`src/rtl/rstctl_pkg.sv`:
```
package rstctl_pkg;

    localparam int DATA_W    = 32;
    localparam int NUM_SLOTS = 3;

    typedef enum int {
        SLOT_CORE = 0,
        SLOT_TOP  = 1,
        SLOT_MEM  = 2
    } slot_e;

    // Raw reset value of each word before reserved bits are cleared.
    function automatic logic [DATA_W-1:0] slot_reset(int s);
        case (s)
            SLOT_CORE: return 32'h0000_3D0F;
            SLOT_TOP:  return 32'h000F_9FFE;
            SLOT_MEM:  return 32'h0000_000F;
            default:   return '0;
        endcase
    endfunction

    // Reserved (read-zero, write-ignored) bits of each word.
    function automatic logic [DATA_W-1:0] slot_rsvd(int s);
        case (s)
            SLOT_CORE: return 32'h0000_C2F0;
            SLOT_TOP:  return 32'h00F0_6001;
            SLOT_MEM:  return 32'h0000_00F3;
            default:   return '1;
        endcase
    endfunction

    function automatic logic [DATA_W-1:0] slot_init(int s);
        return slot_reset(s) & ~slot_rsvd(s);
    endfunction

endpackage

```
`src/rtl/rstctl_reg.sv`:
```
module rstctl_reg
    import rstctl_pkg::*;
#(
    parameter logic [DATA_W-1:0] INIT_VAL = '0,
    parameter logic [DATA_W-1:0] RSVD_MSK = '0
) (
    input  logic              clk,
    input  logic              rst,
    input  logic              wr_en,
    input  logic [DATA_W-1:0] wdata,
    output logic [DATA_W-1:0] q
);

    localparam logic [DATA_W-1:0] KEEP_MSK = ~RSVD_MSK;

    always_ff @(posedge clk) begin
        if (rst) begin
            q <= INIT_VAL & KEEP_MSK;
        end else if (wr_en) begin
            q <= wdata & KEEP_MSK;
        end
    end

endmodule

```
`src/rtl/rstctl_core_seq.sv`:
```
module rstctl_core_seq #(
    parameter int NUM_CORES = 4
) (
    input  logic                 clk,
    input  logic                 rst,
    input  logic                 wr_en,
    input  logic [NUM_CORES-1:0] old_bits,
    input  logic [NUM_CORES-1:0] new_bits,
    output logic [NUM_CORES-1:0] release_o
);

    // A pulse is registered only on a 1-to-0 change seen at write time.
    for (genvar c = 0; c < NUM_CORES; c++) begin : g_core
        logic falls;
        assign falls = wr_en && old_bits[c] && !new_bits[c];

        always_ff @(posedge clk) begin
            if (rst) begin
                release_o[c] <= 1'b0;
            end else begin
                release_o[c] <= falls;
            end
        end
    end

endmodule

```
`src/rtl/core_rst_ctrl.sv`:
```
module core_rst_ctrl
    import rstctl_pkg::*;
#(
    parameter int NUM_CORES = 4,
    parameter int CORE_LSB  = 0,
    parameter int ADDR_W    = 4
) (
    input  logic                 clk,
    input  logic                 rst,
    input  logic                 bus_wr,
    input  logic [ADDR_W-1:0]    bus_addr,
    input  logic [31:0]          bus_wdata,
    output logic [31:0]          bus_rdata,
    output logic [NUM_CORES-1:0] core_hold,
    output logic [NUM_CORES-1:0] core_release
);

    localparam int CORE_IDX = int'(SLOT_CORE);

    logic [DATA_W-1:0] slot_q  [NUM_SLOTS];
    logic [NUM_SLOTS-1:0] slot_wr;

    for (genvar g = 0; g < NUM_SLOTS; g++) begin : g_slot
        assign slot_wr[g] = bus_wr && (bus_addr == ADDR_W'(g));

        rstctl_reg #(
            .INIT_VAL (slot_reset(g)),
            .RSVD_MSK (slot_rsvd(g))
        ) i_reg (
            .clk   (clk),
            .rst   (rst),
            .wr_en (slot_wr[g]),
            .wdata (bus_wdata),
            .q     (slot_q[g])
        );
    end

    always_comb begin
        bus_rdata = '0;
        for (int s = 0; s < NUM_SLOTS; s++) begin
            if (bus_addr == ADDR_W'(s)) begin
                bus_rdata = slot_q[s];
            end
        end
    end

    logic [NUM_CORES-1:0] old_core_bits;
    logic [NUM_CORES-1:0] new_core_bits;

    assign old_core_bits = slot_q[CORE_IDX][CORE_LSB +: NUM_CORES];
    assign new_core_bits = bus_wdata[CORE_LSB +: NUM_CORES];

    rstctl_core_seq #(
        .NUM_CORES (NUM_CORES)
    ) i_seq (
        .clk       (clk),
        .rst       (rst),
        .wr_en     (slot_wr[CORE_IDX]),
        .old_bits  (old_core_bits),
        .new_bits  (new_core_bits),
        .release_o (core_release)
    );

    assign core_hold = old_core_bits;

endmodule

```
`config.mk`:
```
export PLATFORM = sky130hd
export DESIGN_NAME = core_rst_ctrl
export DESIGN_NICKNAME = d
export VERILOG_FILES = /design/src/rtl/rstctl_pkg.sv /design/src/rtl/rstctl_reg.sv /design/src/rtl/rstctl_core_seq.sv /design/src/rtl/core_rst_ctrl.sv
export SDC_FILE = /design/constraint.sdc
export NUM_CORES = 1
export LEC_CHECK = 0
export CORE_ASPECT_RATIO = 0.75
export CORE_UTILIZATION = 25
export CTS_CLUSTER_SIZE = 14
export DETAILED_ROUTE_END_ITERATION = 8
export PLACE_DENSITY_LB_ADDON = 0.12
export SLEW_MARGIN = 20
export SYNTH_ARGS = -nofsm -noshare
export SYNTH_HDL_FRONTEND = slang
export SYNTH_SLANG_ARGS = --single-unit
export TNS_END_PERCENT = 50
```
`constraint.sdc`:
```
create_clock -name clk -period 2.1 [get_ports clk]
set_input_delay 0.42 -clock clk [delete_from_list [all_inputs] [get_ports clk]]
set_output_delay 0.42 -clock clk [all_outputs]
set_load 0.05 [all_outputs]
```
Yosys cells after proc, flatten, opt, wreduce, memory -nomap -nowiden

Index checks and enable logic that the tools add are counted.

Mux-type cells: 3
Reductions and logical operators: 16
Eq/ne operators: 2

Operators with widths:

| operator                                                         | number |
|---|---|
| 32-bit 2-to-1 mux                                                | 3 |
| 1-bit logical AND                                                | 11 |
| 4-bit by 1-bit == test with 1-bit output (second input constant) | 1 |
| 4-bit by 2-bit == test with 1-bit output (second input constant) | 1 |
| 1-bit logical NOT                                                | 4 |
| 4-bit logical NOT                                                | 1 |

Register bits after elaboration: 80
Logic and storage cells: 28

Logic depth before layout (Yosys ltp)

Depth in word-level cells: 4
Gate-level depth with buffers: 5

Modules after synthesis

A second synthesis with hierarchy kept.

Cells, all modules: 359
Area, all modules: 4073.9 um^2

By module, submodules not included:

| module                       | cells each | times used | area each (um^2) |
|---|---|---|---|
| rstctl_reg (g_slot[2].i_reg) | 91         | 1          | 994.7 |
| rstctl_reg (g_slot[1].i_reg) | 90         | 1          | 988.4 |
| rstctl_reg (g_slot[0].i_reg) | 89         | 1          | 985.9 |
| core_rst_ctrl                | 81         | 1          | 974.7 |
| rstctl_core_seq              | 8          | 1          | 130.1 |

Worst setup path after synthesis

Ideal clock, no wire load.

Path kind: input to output
From: in bus_addr[0]
To: out bus_rdata[18]
Path buffers: 2
Data arrival time: 1.845 ns
Slack: -0.165 ns
Required time: 1.680 ns
Cell stages on the path: 5
Cells stage by stage: clkbuf_1 nor4b_2 clkbuf_1 a222oi_1 inv_1

Cells in the longest elaborated chain, start to end: 4

Ends and longest elaborated chain:

| item                            | RTL line            | text |
|---|---|---|
| start, declared                 | core_rst_ctrl.sv:11 | `input logic [ADDR_W-1:0] bus_addr,` |
| 4-bit logical NOT               | core_rst_ctrl.sv:41 | `if (bus_addr == ADDR_W'(s)) begin` |
| 32-bit 2-to-1 mux (2 in series) | core_rst_ctrl.sv:41 |  |
| 32-bit 2-to-1 mux (*)           | core_rst_ctrl.sv:41 |  |
| end, declared                   | core_rst_ctrl.sv:13 | `output logic [31:0] bus_rdata,` |

Mark *: on every way between the ends. The rest lies on a longest branch, timed or not.

Worst setup path in the final report

From: in bus_addr[1]
To: out bus_rdata[29]

The elaborated chain is that of the path after synthesis.

==> results.md <==
- Max-Cap Viols: 0
- Synth Flop Type: sky130_fd_sc_hd__dfxtp_1
- H-tree Lvls: 3
- Area of the die: 15060 sq um
- Number of antenna violations at the first check in global routing: 0
- Global-route usage over all layers: 0.1273
- DRC: 0
- Final layout net count: 489
- Final Instance Area: 5423 sq um
- Setup TNS Final: 0 ns
- Run status: completed
- Logic depth of the worst setup path including buffers: 7
- Category of the critical setup timing path: in2out
- Hold Vio Cnt, Final: 0
- Number of endpoints failing setup at the final stage: 0
- Maximum vdd drop: 380.5 uV
- Count of fill cells added during filler insertion: 1393
- Final GP Congestion: 0.6686
- Clock Pin Slew Worst Setup and Hold Paths: 0.06 ns
- Arr. time, crit path: 1.62 ns
- Non-filler cells, final: 650
- Pin count of the biggest net entering global routing: 51
- Share of the synthesized area in the top cell type: 0.4397
- I/O pins: 79
- Cts repair resizes: 20
- Most frequent cells after synthesis: sky130_fd_sc_hd__dfxtp_1, sky130_fd_sc_hd__mux2i_1, sky130_fd_sc_hd__nand2b_1
- Fraction of final layout cells sized beyond drive strength 1: 0.2176
- Leak Pwr: 2.213 nW
- Mapped Area: 3642 sq um
- Setup repair bufs after CTS: 0
- Clock root cell: sky130_fd_sc_hd__clkbuf_16
- Starting utilization of the core area: 0.2605
- Routed wire per std cell: 14.10 um
- Final WL: 9.165 mm
- Kind of end point of the critical path: output port
- Required @ worst endpoint: 1.68 ns
- Total clock sinks: 80
- Cell repeated most along the worst path: sky130_fd_sc_hd__buf_12
- Placed Cells incl. Taps: 634
- Detailed-router iteration count before antenna repair: 6
- Chip width: 141.4 um
- Mean post-synth cell area: 9.817 sq um
- Wire length of the first global-routing pass: 14.72 mm
- Distinct cell type count of the synthesized netlist: 20
- Cell types occupying the most area after synthesis: sky130_fd_sc_hd__dfxtp_1, sky130_fd_sc_hd__mux2i_1, sky130_fd_sc_hd__nand2b_1
- Period Utilization, post-route: 0.9712
- EDFF count, synth: 0
- Largest area contributor in the synthesized netlist: sky130_fd_sc_hd__dfxtp_1
- Number of antenna cells inserted: 0
- Number of design-rule violations left by the first detailed-router iteration: 193
- Final HPWL DP: 6.321 mm
- Clock latency reported for the late side of the worst-skew pair: 0.33 ns
- Buffers added on ports: 78
- Number of buffer and inverter instances along the worst setup path: 5
- Final critical delay including setup and external delays: 2.040 ns
- Number of max-slew violations in the final report: 0
- FFs w/ async S/R, synth: 0
- Cell row count: 37
- CP max stage delay: 0.36 ns
- Vias in the first global route: 2844
- Synth Instances: 371
- Yosys reg bits: 80
- Most repeated cell in the gate-level netlist after synthesis: sky130_fd_sc_hd__dfxtp_1
- Post-route antenna net violation count: 0
- Hold-fix buffers, CTS: 0
- Routed via count: 2867
- Cell depth of the worst min-delay path: 2
- Share of synthesized area occupied by flip-flops and latches: 0.4397
- Total power per unit cell area: 647.3 nW/um^2
- Syn_nets: 410
- Peak clock frequency supported by timing: 0.4903 GHz
- Ys Warns: 0
- Largest delay contributor family on the critical path: buffers and inverters
- Bufs on Longest Clock Path: 2
- RSZ-0062 raised after global routing: no
- Post-route clock skew: 0.001676 ns
- Worst path slowest cell: sky130_fd_sc_hd__a222oi_1
- Number of cells on the worst reg-to-reg path: 1
- Y dimension of the die: 106.5 um
- Relative slew margins: 0.6632
- Post-detailed-placement cell area: 5140 sq um
- Congestion Overflow GR: 0
- Clock tree from TritonCTS: built
- CTS Buf Count: 9
- Worst hold path type: reg2reg
- Element type at the critical path start: input pin
- Average via count per standard cell: 4.411
- Final core occ: 0.3879
- Worst Max-Slew Pin Slew: 0.5036 ns
- Cell chain of the critical path: buf_2 -> nor4b_4 -> buf_12 -> buf_12 -> a222oi_1 -> inv_2 -> buf_12
- Layout-stage area growth over the synthesis result: 48.88%
- Largest fanout of any net on the critical path: 14
- Placeable core region: 13980 sq um
## power by group
part           internal, mW  switching, mW
Sequential             1.54         0.0104
Combinational         0.207          0.194
Clock                 0.951          0.611
## routing by layer
| layer | GRT usage | vias to the layer above | part of all wire |
|---|---|---|---|
| li1 | - | 1421 | - |
| met5 | 0 | - | 0 |
| met2 | 0.2136 | 63 | 0.48 |
| met3 | 0.03559 | 9 | 0.047 |
| met1 | 0.1553 | 1374 | 0.46 |
| met4 | 0.04608 | 0 | 0.014 |
## layout make-up
type | count | area, sq um | area share
timing repair buffer | 101 | 1355 | 0.2499
tap | 195 | 244.0 | 0.04499
multi-input combinational | 240 | 1856 | 0.3422
clock buffer | 11 | 242.7 | 0.04476
sequential | 80 | 1602 | 0.2953
clock inverter | 5 | 56.30 | 0.01038
inverter | 18 | 67.56 | 0.01246
## logic make-up after synthesis
family	synth area share
DFF	0.4397
and+or+nand+nor	0.2164
muxes	0.2089
AOI/OAI and AO/OA	0.06870
buffers and inverters	0.06630
## registers in the layout, indices dropped and copies added (netlist names)
name / flops
i_seq.release_o: 4
g_slot.i_reg.q: 76
## metrics by stage
step | total power [mW] | setup slack, ns | hold WS [ns]
6_report | 3.510 | 0.06046 | 0.4743
3_3_place_gp | 1.988 | -0.4319 | 0.4564
3_5_place_dp | 1.990 | -0.4237 | 0.4634
4_1_cts | 3.571 | 0.007462 | 0.4757
2_1_floorplan | 1.776 | -0.1119 | 0.4440
5_1_grt | 3.664 | 0.006611 | 0.4946
## path summary, 6_finish.rpt
| kind | start | endpoint | slack [ns] |
|---|---|---|---|
| setup / recovery | bus_addr[1] | bus_rdata[29] | 0.06 |
| hold / removal | g_slot[1].i_reg.q[24]$_SDFFE_PP0P_ | g_slot[1].i_reg.q[24]$_SDFFE_PP0P_ | 0.47 |
| setup reg to reg | g_slot[0].i_reg.q[2]$_SDFFE_PP1N_ | i_seq.release_o[2]$_SDFF_PP0_ | 1.32 |
| hold reg to reg | g_slot[1].i_reg.q[24]$_SDFFE_PP0P_ | g_slot[1].i_reg.q[24]$_SDFFE_PP0P_ | 0.47 |
## cells in the final DEF (no fill, tap or decap)
cell type	n
sky130_fd_sc_hd__or3_1	1
sky130_fd_sc_hd__mux2i_1	76
sky130_fd_sc_hd__clkbuf_8	1
sky130_fd_sc_hd__clkinvlp_4	1
sky130_fd_sc_hd__inv_2	5
sky130_fd_sc_hd__clkbuf_16	9
sky130_fd_sc_hd__a22o_2	8
sky130_fd_sc_hd__nand2b_1	72
sky130_fd_sc_hd__inv_1	13
sky130_fd_sc_hd__clkbuf_1	1
sky130_fd_sc_hd__clkinv_4	1
sky130_fd_sc_hd__nor4_4	1
sky130_fd_sc_hd__and2_2	4
sky130_fd_sc_hd__dfxtp_1	80
sky130_fd_sc_hd__clkinv_2	2
sky130_fd_sc_hd__buf_2	4
sky130_fd_sc_hd__or3b_4	1
sky130_fd_sc_hd__or3b_1	1
sky130_fd_sc_hd__nor3b_2	2
sky130_fd_sc_hd__a222oi_1	18
sky130_fd_sc_hd__nor3_2	1
sky130_fd_sc_hd__nor4b_1	4
sky130_fd_sc_hd__clkdlybuf4s50_1	41
sky130_fd_sc_hd__buf_12	40
sky130_fd_sc_hd__nor4b_4	2
sky130_fd_sc_hd__buf_6	1
sky130_fd_sc_hd__bufinv_16	1
sky130_fd_sc_hd__and2_1	2
sky130_fd_sc_hd__nor2_1	47
sky130_fd_sc_hd__buf_4	15
## worst min-delay path, stage by stage, from the launching register on
cell and delay (ns):
sky130_fd_sc_hd__dfxtp_1 0.31, sky130_fd_sc_hd__nand2b_1 0.06, sky130_fd_sc_hd__mux2i_1 0.06
(Power assumes the default switching activity.)
